--- src/rtl/sram_ctrl_pkg.sv ---
package sram_ctrl_pkg;

  typedef enum logic [2:0] {
    ST_IDLE,
    ST_RD_ACC,
    ST_RD_CAP,
    ST_TURN,
    ST_WR_SU,
    ST_WR_PULSE,
    ST_WR_REC
  } ctrl_state_e;

  function automatic int max2(input int a, input int b);
    return (a > b) ? a : b;
  endfunction

  // Read: longer of address access and output-enable access.
  function automatic int read_ns(input int grade);
    case (grade)
      0:       return max2(17, 8);
      1:       return max2(20, 10);
      default: return max2(25, 12);
    endcase
  endfunction

  // Output float time after output enable rises.
  function automatic int turn_ns(input int grade);
    case (grade)
      0:       return 7;
      1:       return 8;
      default: return 10;
    endcase
  endfunction

  // Write strobe: pulse width (OE high), CS to end, address to end, data setup.
  function automatic int wpulse_ns(input int grade);
    case (grade)
      0:       return max2(max2(12, 12), max2(12, 8));
      1:       return max2(max2(13, 13), max2(13, 9));
      default: return max2(max2(15, 15), max2(15, 10));
    endcase
  endfunction

  function automatic int addr_setup_ns(input int grade);
    return (grade < 0) ? 1 : 0;
  endfunction

  function automatic int recover_ns(input int grade);
    return (grade < 0) ? 1 : 0;
  endfunction

  function automatic int ns_to_cycles(input int ns, input int period);
    int c;
    c = (ns + period - 1) / period;
    return (c < 1) ? 1 : c;
  endfunction

endpackage

--- src/rtl/sram_ctrl_seq.sv ---
module sram_ctrl_seq
  import sram_ctrl_pkg::*;
#(
  parameter int N_RD = 3,
  parameter int N_TA = 1,
  parameter int N_SU = 1,
  parameter int N_WP = 2,
  parameter int N_WR = 1,
  parameter int CW   = 2
) (
  input  logic        clk,
  input  logic        rst_n,
  input  logic        req,
  input  logic        wr,
  output logic        accept,
  output logic        capture,
  output logic        done,
  output ctrl_state_e state
);

  ctrl_state_e state_q, state_d;
  logic [CW-1:0] cnt_q, cnt_d;
  logic          done_q, done_d;
  logic          cnt_zero;

  assign cnt_zero = (cnt_q == '0);

  always_comb begin
    state_d = state_q;
    cnt_d   = cnt_zero ? cnt_q : cnt_q - 1'b1;
    done_d  = 1'b0;
    accept  = 1'b0;
    capture = 1'b0;
    case (state_q)
      ST_IDLE: begin
        if (req) begin
          accept = 1'b1;
          if (wr) begin
            state_d = ST_TURN;
            cnt_d   = CW'(N_TA - 1);
          end else begin
            state_d = ST_RD_ACC;
            cnt_d   = CW'(N_RD - 1);
          end
        end
      end
      ST_RD_ACC: if (cnt_zero) state_d = ST_RD_CAP;
      ST_RD_CAP: begin
        state_d = ST_IDLE;
        capture = 1'b1;
        done_d  = 1'b1;
      end
      ST_TURN: if (cnt_zero) begin
        state_d = ST_WR_SU;
        cnt_d   = CW'(N_SU - 1);
      end
      ST_WR_SU: if (cnt_zero) begin
        state_d = ST_WR_PULSE;
        cnt_d   = CW'(N_WP - 1);
      end
      ST_WR_PULSE: if (cnt_zero) begin
        state_d = ST_WR_REC;
        cnt_d   = CW'(N_WR - 1);
      end
      ST_WR_REC: if (cnt_zero) begin
        state_d = ST_IDLE;
        done_d  = 1'b1;
      end
      default: state_d = ST_IDLE;
    endcase
  end

  always_ff @(posedge clk or negedge rst_n) begin
    if (!rst_n) begin
      state_q <= ST_IDLE;
      cnt_q   <= '0;
      done_q  <= 1'b0;
    end else begin
      state_q <= state_d;
      cnt_q   <= cnt_d;
      done_q  <= done_d;
    end
  end

  assign state = state_q;
  assign done  = done_q;

  // a new access starts only from idle
  p_accept_idle_r8: assert property (@(posedge clk) disable iff (!rst_n)
    (state_q != ST_IDLE) |=> (state_q != ST_RD_ACC) || ($past(state_q) == ST_RD_ACC));

  // done is a single-cycle pulse
  p_done_pulse_r7: assert property (@(posedge clk) disable iff (!rst_n)
    done_q |=> !done_q);

endmodule

--- src/rtl/sram_pin_decode.sv ---
module sram_pin_decode
  import sram_ctrl_pkg::*;
(
  input  ctrl_state_e state,
  output logic        cs_n,
  output logic        we_n,
  output logic        oe_n,
  output logic        drive
);

  always_comb begin
    cs_n  = 1'b1;
    we_n  = 1'b1;
    oe_n  = 1'b1;
    drive = 1'b0;
    case (state)
      ST_RD_ACC, ST_RD_CAP: begin
        cs_n = 1'b0;
        oe_n = 1'b0;
      end
      ST_WR_SU, ST_WR_REC: begin
        cs_n  = 1'b0;
        drive = 1'b1;
      end
      ST_WR_PULSE: begin
        cs_n  = 1'b0;
        we_n  = 1'b0;
        drive = 1'b1;
      end
      default: ;
    endcase
  end

endmodule

--- src/rtl/sram_data_path.sv ---
module sram_data_path #(
  parameter int AW = 19,
  parameter int DW = 8
) (
  input  logic          clk,
  input  logic          rst_n,
  input  logic          load_req,
  input  logic          load_rd,
  input  logic [AW-1:0] addr_in,
  input  logic [DW-1:0] wdata_in,
  input  logic [DW-1:0] bus_in,
  output logic [AW-1:0] addr_out,
  output logic [DW-1:0] wdata_out,
  output logic [DW-1:0] rdata_out
);

  logic [AW-1:0] addr_q;
  logic [DW-1:0] wdata_q, rdata_q;

  always_ff @(posedge clk or negedge rst_n) begin
    if (!rst_n) begin
      addr_q  <= '0;
      wdata_q <= '0;
    end else if (load_req) begin
      addr_q  <= addr_in;
      wdata_q <= wdata_in;
    end
  end

  always_ff @(posedge clk or negedge rst_n) begin
    if (!rst_n) rdata_q <= '0;
    else if (load_rd) rdata_q <= bus_in;
  end

  assign addr_out  = addr_q;
  assign wdata_out = wdata_q;
  assign rdata_out = rdata_q;

endmodule

--- src/rtl/sram_async_ctrl.sv ---
module sram_async_ctrl
  import sram_ctrl_pkg::*;
#(
  parameter int CLK_PERIOD_NS = 10,
  parameter int SPEED_GRADE   = 2,
  parameter int AW            = 19,
  parameter int DW            = 8
) (
  input  logic          clk,
  input  logic          rst_n,
  input  logic          req_i,
  input  logic          wr_i,
  input  logic [AW-1:0] addr_i,
  input  logic [DW-1:0] wdata_i,
  output logic          done_o,
  output logic [DW-1:0] rdata_o,
  output logic [AW-1:0] mem_addr_o,
  output logic          mem_cs_n_o,
  output logic          mem_we_n_o,
  output logic          mem_oe_n_o,
  output logic [DW-1:0] mem_dout_o,
  output logic          mem_drive_o,
  input  logic [DW-1:0] mem_din_i
);

  // interval counts
  localparam int N_RD  = ns_to_cycles(read_ns(SPEED_GRADE), CLK_PERIOD_NS);
  localparam int N_TA  = ns_to_cycles(turn_ns(SPEED_GRADE), CLK_PERIOD_NS);
  localparam int N_SU  = ns_to_cycles(addr_setup_ns(SPEED_GRADE), CLK_PERIOD_NS);
  localparam int N_WP  = ns_to_cycles(wpulse_ns(SPEED_GRADE), CLK_PERIOD_NS);
  localparam int N_WR  = ns_to_cycles(recover_ns(SPEED_GRADE), CLK_PERIOD_NS);
  localparam int N_MAX = max2(max2(max2(N_RD, N_TA), max2(N_SU, N_WP)), N_WR);
  localparam int CW    = $clog2(N_MAX + 1);

  ctrl_state_e state;
  logic        accept, capture;

  sram_ctrl_seq #(
    .N_RD(N_RD), .N_TA(N_TA), .N_SU(N_SU), .N_WP(N_WP), .N_WR(N_WR), .CW(CW)
  ) u_seq (
    .clk(clk), .rst_n(rst_n), .req(req_i), .wr(wr_i),
    .accept(accept), .capture(capture), .done(done_o), .state(state)
  );

  sram_pin_decode u_pins (
    .state(state), .cs_n(mem_cs_n_o), .we_n(mem_we_n_o),
    .oe_n(mem_oe_n_o), .drive(mem_drive_o)
  );

  sram_data_path #(.AW(AW), .DW(DW)) u_data (
    .clk(clk), .rst_n(rst_n), .load_req(accept), .load_rd(capture),
    .addr_in(addr_i), .wdata_in(wdata_i), .bus_in(mem_din_i),
    .addr_out(mem_addr_o), .wdata_out(mem_dout_o), .rdata_out(rdata_o)
  );

  // strobes never overlap
  p_we_oe_excl_r4: assert property (@(posedge clk) disable iff (!rst_n)
    !(!mem_we_n_o && !mem_oe_n_o));

  // write enable only inside a selected cycle
  p_we_in_cs_r3: assert property (@(posedge clk) disable iff (!rst_n)
    !mem_we_n_o |-> !mem_cs_n_o);

  // bus drive never overlaps output enable and starts after a gap
  p_drive_oe_r5: assert property (@(posedge clk) disable iff (!rst_n)
    mem_drive_o |-> mem_oe_n_o);
  p_drive_gap_r5: assert property (@(posedge clk) disable iff (!rst_n)
    $rose(mem_drive_o) |-> $past(mem_oe_n_o) && $past(mem_cs_n_o));

  // address and write data held while selected
  p_addr_hold_r6: assert property (@(posedge clk) disable iff (!rst_n)
    (!mem_cs_n_o && $past(!mem_cs_n_o)) |-> $stable(mem_addr_o) && $stable(mem_dout_o));

  // read data changes only together with done
  p_rdata_hold_r7: assert property (@(posedge clk) disable iff (!rst_n)
    !done_o |-> $stable(rdata_o));

endmodule

--- config.mk ---
export PLATFORM = sky130hd
export DESIGN_NAME = sram_async_ctrl
export DESIGN_NICKNAME = d
export VERILOG_FILES = /design/src/rtl/sram_ctrl_pkg.sv /design/src/rtl/sram_ctrl_seq.sv /design/src/rtl/sram_pin_decode.sv /design/src/rtl/sram_data_path.sv /design/src/rtl/sram_async_ctrl.sv
export SDC_FILE = /design/constraint.sdc
export NUM_CORES = 1
export LEC_CHECK = 0
export CORE_MARGIN = 1.5
export CORE_UTILIZATION = 30
export CTS_BUF_LIST = sky130_fd_sc_hd__clkbuf_4 sky130_fd_sc_hd__clkbuf_8 sky130_fd_sc_hd__clkbuf_16
export CTS_CLUSTER_SIZE = 10
export DETAILED_ROUTE_END_ITERATION = 8
export SLEW_MARGIN = 10
export SYNTH_ARGS = -nofsm -noshare
export SYNTH_HDL_FRONTEND = slang
export SYNTH_SLANG_ARGS = --single-unit
--- constraint.sdc ---
create_clock -name clk -period 3.8 [get_ports clk]
set_clock_uncertainty 0.2 [all_clocks]
set_input_delay 0.76 -clock clk [delete_from_list [all_inputs] [get_ports clk]]
set_output_delay 0.76 -clock clk [all_outputs]
set_load 0.005 [all_outputs]
; Yosys cells after proc, flatten, opt, wreduce, memory -nomap -nowiden
; Cells that the tools add are included.
[totals]
reg_bits = 41
inputBits = 39
output_inout_bits = 40
wordCells = 49
[op_classes]
n_addsub = 1
n_eq_ne = 12
mux = 23
n_reduce_logical = 7
[op_table]
columns = cell, n
row1 = 2-to-1 mux 3 bit, 6
row2 = case mux 3 bit (6 select lines), 1
row3 = 2-to-1 mux 2 bit, 6
row4 = != test 2 bit (second input constant), 5
row5 = equality test 3 bit (second input constant), 3
row6 = 2-to-1 mux 1 bit, 8
row7 = equality test 3 x 2 -> 1 bit (second input constant), 2
row8 = case mux 2 bit (3 select lines), 1
row9 = AND reduction 6 bit, 1
row10 = OR reduction 5 bit, 1
row11 = OR reduction 2 bit, 2
row12 = equality test 3 x 1 -> 1 bit (second input constant), 1
row13 = logical NOT 3 bit, 1
row14 = OR reduction 3 bit, 1
row15 = logical NOT 2 bit, 1
row16 = != test 2 x 1 -> 1 bit (second input constant), 1
row17 = case mux 1 bit (2 select lines), 1
row18 = subtractor 2 x 1 -> 2 bit (second input constant), 1

; Logic depth before layout (Yosys ltp)
[depth]
word_depth = 4
depth_mapped = 5
mapped_depth_nobuf = 3

; Modules after synthesis
; A second synthesis with hierarchy kept.
[unflattened]
cells_unflattened = 111
hier_area_um2 = 1755.4
[by_module_without_submodules]
columns = module, n_inst, cells_per_inst, area_per_inst_um2, seq_area_each_um2
row1 = sram_data_path, 1, 74, 1401.3, 875.8
row2 = sram_ctrl_seq, 1, 31, 310.3, 150.1
row3 = sram_pin_decode, 1, 6, 43.8, 0.0

; Worst setup path before layout
; OpenSTA, ideal clock, no wires.
[synth_path]
path_kind = in2reg
start = in req_i
end = reg u_data.addr_q[18] (netlist: u_data.addr_out[18])
setup_time_ns = 0.125
arrival_time_ns = 1.800
slack_ns = 1.675
cell_stages = 4
cell_sequence = or3b_4 -> nor2_8 -> buf_12 -> mux2_4
[synth_via]
elab_chain_cells = 2
[synth_rtl]
columns = element, line_no
row1 = "start, declared", sram_async_ctrl.sv:11  ; input logic req_i,
row2 = 2-to-1 mux 1 bit, sram_ctrl_seq.sv:36  ; if (req) begin
row3 = 2-to-1 mux 1 bit, sram_ctrl_seq.sv:34  ; case (state_q)
row4 = "end signal, assigned", sram_data_path.sv:25  ; addr_q <= addr_in;
row5 = "end, declared", sram_data_path.sv:17  ; logic [AW-1:0] addr_q;
; No other way between the ends.
; A chain may end at the register's enable or synchronous reset.

; Final worst setup path
[layout_path]
start = reg u_seq.state_q[2] (netlist: u_seq.state[2])
end = out mem_cs_n_o
[layout_via]
elab_chain_cells = 3
elab_cells_between_ends = 7
classes_between = eq/ne: 5 / mux: 1 / reduce/logical: 1
[layout_rtl]
columns = element, line_no
row1 = "start, declared", sram_ctrl_seq.sv:21  ; ctrl_state_e state_q, state_d;
row2 = "start signal, assigned", sram_ctrl_seq.sv:79  ; state_q <= state_d;
row3 = "equality test 3 x 1 -> 1 bit, or another cell as far along", sram_pin_decode.sv:16  ; case (state)
row4 = OR reduction 5 bit (no line) (*), -
row5 = 2-to-1 mux 1 bit (*), sram_pin_decode.sv:16
row6 = "end, declared", sram_async_ctrl.sv:18  ; output logic mem_cs_n_o,
; Mark *: on every way between the ends. The rest lies on a longest branch, timed or not.

==> flow_summary.toml <==
[routing]
wl_per_cell_um = 14.4
initialDrtViolationCount = 41
dr.pass1.iters = 3
drc_errors = 0
wirelength_mm = 3.79
drt-vias-per-instance = 4.44
vias = 1173
antenna_left = 0

[power]
max-vdd-ir-drop_v = 0.000344
p_leak_nw = 1.12
powerDensity_nw_per_um2 = 796

[sta]
drv_slew = 0
relSlewSlack_pct = 41.9
fin_crit_ns = 2.82
max_freq_mhz = 354
setup_viol = 0
grt_setup_unrepaired = "false"
worst_pin_slew_ns = 0.871
finalSetupTns_ns = 0
finalHoldViolCount = 0
final.period_utilization_pct = 74.3

[yosys]
async_flop_share_pct = 100
syn_inst = 112
synth-edff-count = 0
syn_area_per_cell_um2 = 15.7
yosys-top-cells-count = "dfrtp_1 (41), mux2_4 (19), mux2_2 (16), nand2_1 (5), nor2_1 (4)"
ys_seq_area_share_pct = 58.5
yosysTopAreaCell = "dfrtp_1"
synthFlopType = "dfrtp_1"
synth.area.top_cells = "dfrtp_1 (58%), mux2_4 (16%), mux2_2 (10%)"
synth_top_area_share_pct = 58.5
synth_nets = 151
synth_cell_types = 28
synth_most_common_cell = "dfrtp_1"
yosys_warnings = 0
netlist_area_um2 = 1750
ys_ff_latch = 41

[worst_setup_path]
cpPeakStageDelay_ns = 0.57
crit_type = "reg2out"
worstSetupStartpointType = "flip-flop"
reg2reg_depth = 3
crit_cells = 3
endpoint = "mem_cs_n_o"
crit_chain = "or3_1, nand2_1, clkdlybuf4s50_1"
worst-path-buf-inv = 1
critPathCaptureType = "output port"
cp_max_fo = 13
r2r_start = "u_seq.state[1]$_DFFE_PN0P_"
crit_family = "flip-flops"
arrival_ns = 1.86
rrSetupSlack_ns = 1.64
cp_slowest_cell = "dfrtp_1"
critical_path_required_ns = 2.84
worst_r2r_endpoint = "u_data.addr_out[1]$_DFFE_PN0P_"
critPathLaunch = "u_seq.state[2]$_DFFE_PN0P_"

[global_routing]
track_usage_pct = 12.5
grt_max_degree = 42
grt_pass1_wl_mm = 5.91
antenna_found_initial = 0
overflow = 0
grt_pass1_vias = 1205

[cells_and_area]
synthToLayoutAreaGrowth_pct = 51.1
utilization_pct = 47.5
drive_gt1_share_pct = 24.0
diodes = 0
nets = 231

[cts]
cts_resized = 0
cts_made_buffers = 5
root_buffer = "clkbuf_8"
cts_htree_levels = 2
cts_tree = "yes"
insertion_delay_ns = 0.28
cts_hold_buf = 0
clockBufferDepth = 2
clkTransAtPathRegs_ns = 0.07
clock-sinks = 41
cts_setup_buffers = 0

[floorplanning]
io_pins = 79
die_width_um = 79.5
die_y_um = 79.5
core_area_um2 = 5570
start_util_pct = 31.5
dieArea_um2 = 6310
placementRows = 27

[place]
gp_congestion = 0.882
numPortBuffers = 78
dp_hpwl_mm = 2.77

[job]
cap_violations = 0

[run_status]
status = "completed"

[min_path]
min_delay_path_depth = 1
hold_path_class = "reg2reg"
## how the worst min path moves through the flow
stage,startpoint,to
final,u_data.rdata_out[0]$_DFFE_PN0N_,u_data.rdata_out[0]$_DFFE_PN0N_
after global placement,u_data.wdata_out[0]$_DFFE_PN0P_,u_data.wdata_out[0]$_DFFE_PN0P_
after CTS,u_seq.cnt_q[0]$_DFF_PN0_,u_seq.cnt_q[0]$_DFF_PN0_
after detailed placement,u_data.addr_out[7]$_DFFE_PN0P_,u_data.addr_out[7]$_DFFE_PN0P_
after floorplan,rst_n,u_data.addr_out[0]$_DFFE_PN0P_
after global routing,u_data.addr_out[13]$_DFFE_PN0P_,u_data.addr_out[13]$_DFFE_PN0P_
## layer usage
layer | wire length [um] | global-route usage (%) | vias up
li1 | - | - | 550
met1 | 1650 | 15.4 | 572
met2 | 1820 | 19.6 | 43
met3 | 251 | 2.97 | 8
met4 | 80 | 7.89 | 0
met5 | 0 | 0 | -
## cells by family after synthesis
family                 share of synthesized area [%]
AOI/OAI and AO/OA                               4.28
DFF                                             58.5
and+or+nand+nor                                 6.71
muxes                                           27.1
buffers and inverters                           3.42
## final cells by class
class	instances	area (um2)
Tap cell	72	90.1
Multi-Input combinational cell	66	668
Timing Repair Buffer	78	776
Fill cell	504	2920
Clock buffer	7	90.1
Sequential cell	41	1030
## state kept, by name (all words and copies together), names as in the netlist
name,cells
u_data.addr_out,19
u_data.rdata_out,8
u_data.wdata_out,8
u_seq.cnt_q,2
u_seq.done,1
u_seq.state,3
## cell usage in the layout, fill, tap and decap left out, types with 2 or more instances in the layout
cell type         n
a21oi_1           2
nor2b_1           2
nor2_1            4
dfrtp_1          41
nand2_1           5
o21ai_0           2
mux2_4           19
clkdlybuf4s50_1  77
clkbuf_8          6
mux2_2           16
## through the flow
stage,power (mW),worst slack [ns],instance area [um2],hold slack (ns),instances
after global routing,2.24,0.926,2650,0.322,264
after floorplan,1.32,1.67,1750,0.264,112
after global placement,1.82,0.928,2560,0.290,257
final,2.11,0.976,2650,0.307,264
after detailed placement,1.84,0.880,2560,0.292,257
after CTS,2.14,0.963,2650,0.307,264
## power by group
group | switching, mW | internal, mW | leakage [nW] | total, mW
logic | 0.302 | 0.716 | 0.581 | 1.02
clock network | 0.137 | 0.151 | 0.0477 | 0.288
registers | 0.149 | 0.655 | 0.490 | 0.804
total | 0.588 | 1.52 | 1.12 | 2.11
Note: power is estimated with default switching activity, not from simulation.
